`config.mk`:
```
export PLATFORM = sky130hd
export DESIGN_NAME = lane_bcast
export DESIGN_NICKNAME = d
export VERILOG_FILES = /design/src/rtl/lane_bcast_pkg.sv /design/src/rtl/lane_bcast_ctrl.sv /design/src/rtl/lane_bcast_dp.sv /design/src/rtl/lane_bcast.sv
export SDC_FILE = /design/constraint.sdc
export NUM_CORES = 1
export LEC_CHECK = 0
export BUFFER_PORTS_ARGS = -buffer_cell sky130_fd_sc_hd__buf_4
export CORE_MARGIN = 2
export CORE_UTILIZATION = 40
export CTS_CLUSTER_DIAMETER = 30
export CTS_CLUSTER_SIZE = 20
export DETAILED_ROUTE_END_ITERATION = 6
export PLACE_DENSITY = 0.66
export SETUP_SLACK_MARGIN = 0.15
export SKIP_CTS_REPAIR_TIMING = 1
export SYNTH_ARGS = -nofsm -noshare
export SYNTH_HDL_FRONTEND = slang
export SYNTH_SLANG_ARGS = --single-unit
```
`constraint.sdc`:
```
create_clock -name clk -period 1.52 [get_ports clk]
set_input_delay 0.076 -clock clk [delete_from_list [all_inputs] [get_ports clk]]
set_output_delay 0.076 -clock clk [all_outputs]
set_load 0.1 [all_outputs]
```
`src/rtl/lane_bcast_pkg.sv`:
```
package lane_bcast_pkg;

  // Strobes from the handshake controller to the datapath.
  typedef struct packed {
    logic capture;   // latch a new replicated result this edge
  } bcastCtrl_t;

endpackage

```
`src/rtl/lane_bcast_ctrl.sv`:
```
module lane_bcast_ctrl
  import lane_bcast_pkg::*;
(
  input  logic       clk,
  input  logic       rstN,
  input  logic       inValid,
  output logic       inReady,
  output logic       outValid,
  input  logic       outReady,
  output bcastCtrl_t ctrl
);

  logic validQ;

  // A slot is free when nothing is held or the held result leaves this cycle.
  assign inReady      = !validQ || outReady;
  assign ctrl.capture = inValid && inReady;
  assign outValid     = validQ;

  always_ff @(posedge clk) begin
    if (!rstN) begin
      validQ <= 1'b0;
    end else if (ctrl.capture) begin
      validQ <= 1'b1;
    end else if (outReady) begin
      validQ <= 1'b0;
    end
  end

  assert_accept_gives_valid_R9: assert property (@(posedge clk) disable iff (!rstN)
    (inValid && inReady) |=> outValid);

  assert_stall_keeps_valid_R10: assert property (@(posedge clk) disable iff (!rstN)
    (outValid && !outReady) |=> outValid);

  assert_stall_blocks_input_R10: assert property (@(posedge clk) disable iff (!rstN)
    (outValid && !outReady) |-> !inReady);

  assert_free_when_draining_R11: assert property (@(posedge clk) disable iff (!rstN)
    outReady |-> inReady);

endmodule

```
`src/rtl/lane_bcast_dp.sv`:
```
module lane_bcast_dp
  import lane_bcast_pkg::*;
#(
  parameter int MIN_BITS = 8,
  parameter int SCALE_W  = 2,
  parameter int LANE_BITS = MIN_BITS << ((1 << SCALE_W) - 1)
) (
  input  logic                   clk,
  input  logic                   rstN,
  input  bcastCtrl_t             ctrl,
  input  logic [LANE_BITS-1:0]   inElem,
  input  logic [SCALE_W-1:0]     inScale,
  input  logic                   inQuad,
  output logic [2*LANE_BITS-1:0] outData
);

  localparam int NUM_SCALES = 1 << SCALE_W;

  logic [LANE_BITS-1:0]   repLane [NUM_SCALES];
  logic [LANE_BITS-1:0]   lowNext;
  logic [LANE_BITS-1:0]   highNext;
  logic [2*LANE_BITS-1:0] dataQ;

  // One replicated candidate per width; slicing drops the unused high bits.
  for (genvar s = 0; s < NUM_SCALES; s++) begin : g_width
    localparam int W    = MIN_BITS << s;
    localparam int REPS = LANE_BITS / W;
    assign repLane[s] = {REPS{inElem[W-1:0]}};
  end

  assign lowNext  = repLane[inScale];
  assign highNext = inQuad ? lowNext : '0;

  always_ff @(posedge clk) begin
    if (!rstN) begin
      dataQ <= '0;
    end else if (ctrl.capture) begin
      dataQ <= {highNext, lowNext};
    end
  end

  assign outData = dataQ;

  // Arithmetic model: masked element times a constant with a one per lane.
  function automatic logic [LANE_BITS-1:0] mulModel(
    input logic [LANE_BITS-1:0] elem,
    input logic [SCALE_W-1:0]   scale
  );
    int w;
    logic [LANE_BITS-1:0] mask;
    logic [LANE_BITS-1:0] k;
    w = MIN_BITS << scale;
    mask = '0;
    k = '0;
    for (int i = 0; i < LANE_BITS; i++) begin
      mask[i] = (i < w);
      if (i % w == 0) k[i] = 1'b1;
    end
    return (elem & mask) * k;
  endfunction

  logic [LANE_BITS-1:0] modelLow;
  assign modelLow = mulModel(inElem, inScale);

  assert_low_matches_product_R2: assert property (@(posedge clk) disable iff (!rstN)
    ctrl.capture |=> (dataQ[LANE_BITS-1:0] == $past(modelLow)));

  assert_high_copy_R7: assert property (@(posedge clk) disable iff (!rstN)
    (ctrl.capture && inQuad) |=> (dataQ[2*LANE_BITS-1:LANE_BITS] == dataQ[LANE_BITS-1:0]));

  assert_high_zero_R8: assert property (@(posedge clk) disable iff (!rstN)
    (ctrl.capture && !inQuad) |=> (dataQ[2*LANE_BITS-1:LANE_BITS] == '0));

endmodule

```
`src/rtl/lane_bcast.sv`:
```
module lane_bcast
  import lane_bcast_pkg::*;
#(
  parameter int MIN_BITS  = 8,
  parameter int SCALE_W   = 2,
  parameter int LANE_BITS = MIN_BITS << ((1 << SCALE_W) - 1)
) (
  input  logic                   clk,
  input  logic                   rstN,
  input  logic                   inValid,
  output logic                   inReady,
  input  logic [LANE_BITS-1:0]   inElem,
  input  logic [SCALE_W-1:0]     inScale,
  input  logic                   inQuad,
  output logic                   outValid,
  input  logic                   outReady,
  output logic [2*LANE_BITS-1:0] outData
);

  bcastCtrl_t ctrl;

  lane_bcast_ctrl u_ctrl (
    .clk      (clk),
    .rstN     (rstN),
    .inValid  (inValid),
    .inReady  (inReady),
    .outValid (outValid),
    .outReady (outReady),
    .ctrl     (ctrl)
  );

  lane_bcast_dp #(
    .MIN_BITS  (MIN_BITS),
    .SCALE_W   (SCALE_W),
    .LANE_BITS (LANE_BITS)
  ) u_dp (
    .clk     (clk),
    .rstN    (rstN),
    .ctrl    (ctrl),
    .inElem  (inElem),
    .inScale (inScale),
    .inQuad  (inQuad),
    .outData (outData)
  );

  assert_held_data_stable_R10: assert property (@(posedge clk) disable iff (!rstN)
    (outValid && !outReady) |=> $stable(outData));

endmodule

```
* After elaboration in Yosys (flattened, before gate mapping)
Cells that the tools add are included.
** Operators by class
- Magnitude comparators :: 1
- Muxes and demuxes :: 6
- Reductions and logical operators :: 4
- Bitwise operators :: 1
** Operator list (number)
- $mux 64 :: 3
- $bmux 64 s2 :: 1
- $ge 3x3->1 const B :: 1
- $not 2->3 :: 1
- $mux 1 :: 2
- $reduce_bool 2->1 :: 1
- $logic_and 1x1->1 :: 1
- $logic_not 1->1 :: 1
- $logic_or 1x1->1 :: 1
** Word-level totals
- Word-level logic and storage cells :: 14
- Output and inout port bits :: 130
- Input port bits :: 71
- Bits in registers :: 129

* Longest topological paths before layout
- Word-level depth :: 5
- Depth in mapped cells :: 7
- Gate-level depth less buffers :: 4

* By module
From an unflattened synthesis, not the netlist that was laid out.
** Second synthesis, totals
- Cell total of the unflattened synthesis :: 607
- Area, all modules :: 5880.6 um^2
** Modules (own cells, without submodules)
- lane_bcast_dp :: area an instance 5823.1 um^2, cells an instance 602, instances 1, sequential area each 2562.5 um^2
- lane_bcast_ctrl :: area an instance 57.6 um^2, cells an instance 5, instances 1, sequential area each 20.0 um^2

* Worst setup path before layout
Ideal clock, no wire load.
- Path type :: register to register
- From :: reg u_ctrl.validQ (netlist: u_ctrl.outValid)
- To :: reg u_dp.dataQ[123] (netlist: u_dp.outData[123])
- Clock period less this slack :: 2483 ps
- Data required time :: 1403 ps
- Data arrival time :: 2366 ps
- Stages on the path, launching flop included :: 8
- Path slack :: -963 ps
- Setup time :: 117 ps
- Buffers on the path :: 3
- Path through :: dfxtp_1 -> nand2b_4 -> and2_4 -> buf_6 -> and3_4 -> buf_6 -> buf_6 -> a32o_1
** On the way
- Word-level cells in the longest chain between the ends :: 3
** Ends and longest elaborated chain
- start, declared :: line lane_bcast_ctrl.sv:13 : logic validQ;
- start signal, assigned :: line lane_bcast_ctrl.sv:22 : validQ <= 1'b0;
- start signal, assigned :: line lane_bcast_ctrl.sv:24 : validQ <= 1'b1;
- start signal, assigned :: line lane_bcast_ctrl.sv:26 : validQ <= 1'b0;
- $logic_not 1->1 :: line lane_bcast_ctrl.sv:16 : assign inReady = !validQ || outReady;
- $logic_or 1x1->1 :: line lane_bcast_ctrl.sv:16
- via inReady :: line lane_bcast.sv:11 : output logic inReady,
- $logic_and 1x1->1 :: line lane_bcast_ctrl.sv:17 : assign ctrl.capture = inValid && inReady;
- end signal, assigned :: line lane_bcast_dp.sv:38 : dataQ <= {highNext, lowNext};
- end, declared :: line lane_bcast_dp.sv:22 : logic [2*LANE_BITS-1:0] dataQ;
The timed path passes the listed nets, and every way through them passes these cells.
A chain may end at the register's enable or synchronous reset.

* Worst setup path in the final report
- From :: reg u_ctrl.validQ (netlist: u_ctrl.outValid)
- To :: reg u_dp.dataQ[27] (netlist: u_dp.outData[27])
** On the way
- Word-level cells in the longest chain between the ends :: 3
** Ends and longest elaborated chain (line)
- $logic_not 1->1 :: lane_bcast_ctrl.sv:16
- $logic_or 1x1->1 :: lane_bcast_ctrl.sv:16
- $logic_and 1x1->1 :: lane_bcast_ctrl.sv:17
No other way between the ends.

==> impl_metrics.toml <==
[critical_path]
max_stage_delay_ps = 350
path_cells = "nand2b_4 > and2_4 > buf_12 > nand3_1 > a21boi_0"
slowest_stage = "dfxtp_4"
worst-setup-path-type = "flip-flop to flip-flop"
crit_arrival_ps = 1610
required_ps = 1850
startpoint_type = "flip-flop"
crit_path_max_fanout = 27
end_kind = "flip-flop"

[routing]
drcViolationCount = 0
detail_route.vias_per_cell = 5.43
num_vias = 5363
wl_per_cell_um = 19.6
ant_nets = 0
routed_wl_mm = 19.3
drt_first_iter_violations = 415
firstDrtPassIters = 5

[global_routing]
grtUsageMet2_pct = 37.9
use_met3_pct = 5.80
grt_overflow_total = 0
track_usage_pct = 24.7
grt.busiest_layer = "met2"
antenna_found_initial = 1
grt_pass1_vias = 5230
grt_pass1_wl_mm = 29.8
grt_max_degree = 52
met1_usage_pct = 32.5

[clocking]
clock_path_buffers = 2
cts.sinks = 129
cts_tree = "done"
clk_latency_ps = 420
cts_buffers = 17
path_clk_slew_ps = 60
htree_levels = 4
cts_root_buffer = "clkbuf_16"

[timing]
setup_tns_ps = 0
min_period_ps = 1280
max_freq_mhz = 778
post-route-period-util_pct = 84.5
final-hold-violation-count = 0
setup_viol = 0
worst_pin_slew_ps = 384
skew_ps = 7.96
drv_slew = 0
rsz0062_at_grt = "false"
relSlewSlack_pct = 74.4
holdWs_ps = 4.96

[finish]
area_delta_synth_final_pct = 39.3
utilization_pct = 56.4
nets = 861
final_common_cell = "buf_4"
finalNonFillerCells = 988
final_cell_mix = "buf_4, dfxtp_1, nand2_1"
drive_gt1_share_pct = 35.1

[logic_synthesis]
syn_area_sq_um = 5820
synth_top_area_cell = "dfxtp_1"
synth_area_leaders = "dfxtp_1, mux2i_1, nand2_1"
synth.avg_cell_area_sq_um = 9.47
synth-seq-cells = 129
yosysWarnings = 0
syn_inst = 614
synth_seq_area_share_pct = 44.4
synth_cell_type_count = 34
synth_fp_nets = 685
synth_top_area_share_pct = 44.4

[floorplan]
dieWidth_um = 125
die-area_sq_um = 15500
rows = 44
start_util_pct = 40.5
core_sq_um = 14400
ios = 201
die_h_um = 125

[flow_run]
maxCapViolCount = 0

[power_and_ir_drop]
power_density_nw_per_um2 = 1340
power_uw = 10800
vdd_drop_max_uv = 775
leakagePower_uw = 0.00362

[run_status]
status = "completed"

[placement]
dp_hpwl_mm = 13.4
io_buffers = 200
dp.cells = 952
gp_congestion = 0.838

[worst_hold_path]
hp-class = "input port to flip-flop"
-- critical path, delay by kind of cell (launching register included) --
kind,cells,cell delay (ps)
simple gates,3,450
flops,1,350
compound gates,1,200
buf+inv,1,190
-- logic make-up (layout without fill, tap and decap cells) --
group                     Yosys count  in the layout  share of synthesized area [%]
muxes                              68             68                           13.8
and+or+nand+nor                   213            213                           17.4
AOI/OAI and AO/OA                 139            139                           18.3
other                               0              1                              0
xor gates and xnor gates            1              1                          0.151
DFF                               129            129                           44.4
buffers and inverters              64            253                           5.90
-- area by class of cell --
| cell class | count | area, sq um |
|---|---|---|
| Tap cell | 184 | 230 |
| Clock inverter | 9 | 131 |
| Inverter | 1 | 3.75 |
| Antenna cell | 1 | 2.50 |
| Timing Repair Buffer | 220 | 1740 |
| Clock buffer | 23 | 478 |
| Sequential cell | 129 | 2590 |
| Multi-Input combinational cell | 421 | 2930 |
| Fill cell | 1276 | 6270 |
-- layer usage --
layer	wire length, um	vias up
met4	623	0
li1	-	2505
met3	1220	46
met5	0	-
met1	8400	2596
met2	9090	216
-- power breakdown --
| group | switching (uW) | leakage (uW) | total (uW) | internal, uW |
|---|---|---|---|---|
| Clock | 1470 | 0.000289 | 4180 | 2700 |
| Combinational | 2170 | 0.00227 | 2930 | 758 |
| Sequential | 123 | 0.00106 | 3710 | 3590 |
-- sequential cells by signal, summed over array words and instances (netlist names) --
register         cells
u_ctrl.outValid      1
u_dp.outData       128
-- path summary, 6_finish.rpt --
check / startpoint / endpoint / slack, ps / cells past startpoint
setup / recovery: u_ctrl.outValid$_SDFFE_PN0P_ / u_dp.outData[27]$_SDFFE_PN0P_ / 240 / 5
hold / removal: inElem[7] / u_dp.outData[7]$_SDFFE_PN0P_ / 5 / 3
setup reg to reg: u_ctrl.outValid$_SDFFE_PN0P_ / u_dp.outData[27]$_SDFFE_PN0P_ / 240 / 5
hold reg to reg: u_dp.outData[86]$_SDFFE_PN0P_ / u_dp.outData[86]$_SDFFE_PN0P_ / 450 / 2
-- synthesized netlist by cell type --
| library cell | n |
|---|---|
| dfxtp_1 | 129 |
| nand2_1 | 85 |
| mux2i_1 | 44 |
| a21boi_0 | 41 |
| nor2b_1 | 39 |
| nor2_1 | 38 |
| clkbuf_1 | 33 |
| nand3_1 | 28 |
| a22oi_1 | 16 |
| buf_2 | 16 |
| o21ai_0 | 16 |
| a32o_1 | 15 |
| mux2_2 | 13 |
| a21boi_1 | 9 |
| a21oi_1 | 9 |
| a211o_1 | 8 |
| a32oi_1 | 8 |
| and2_1 | 8 |
| buf_6 | 8 |
| mux4_2 | 8 |
| nand2b_1 | 8 |
| o211a_1 | 8 |
| o2bb2ai_1 | 8 |
| buf_4 | 6 |
| mux2_1 | 3 |
| and3_1 | 2 |
| and2_4 | 1 |
| and3_4 | 1 |
| inv_1 | 1 |
| nand2_4 | 1 |
| nand2b_4 | 1 |
| nor2_4 | 1 |
| o21ai_1 | 1 |
| xor2_1 | 1 |
-- through the flow --
stage / setup WS, ps / area, sq um
4_1_cts: 217 / 8070
2_1_floorplan: -325 / 5880
6_report: 235 / 8100
5_1_grt: 157 / 8100
3_5_place_dp: 122 / 7460
3_3_place_gp: 184 / 7460
Note: power is estimated with default switching activity, not from simulation.
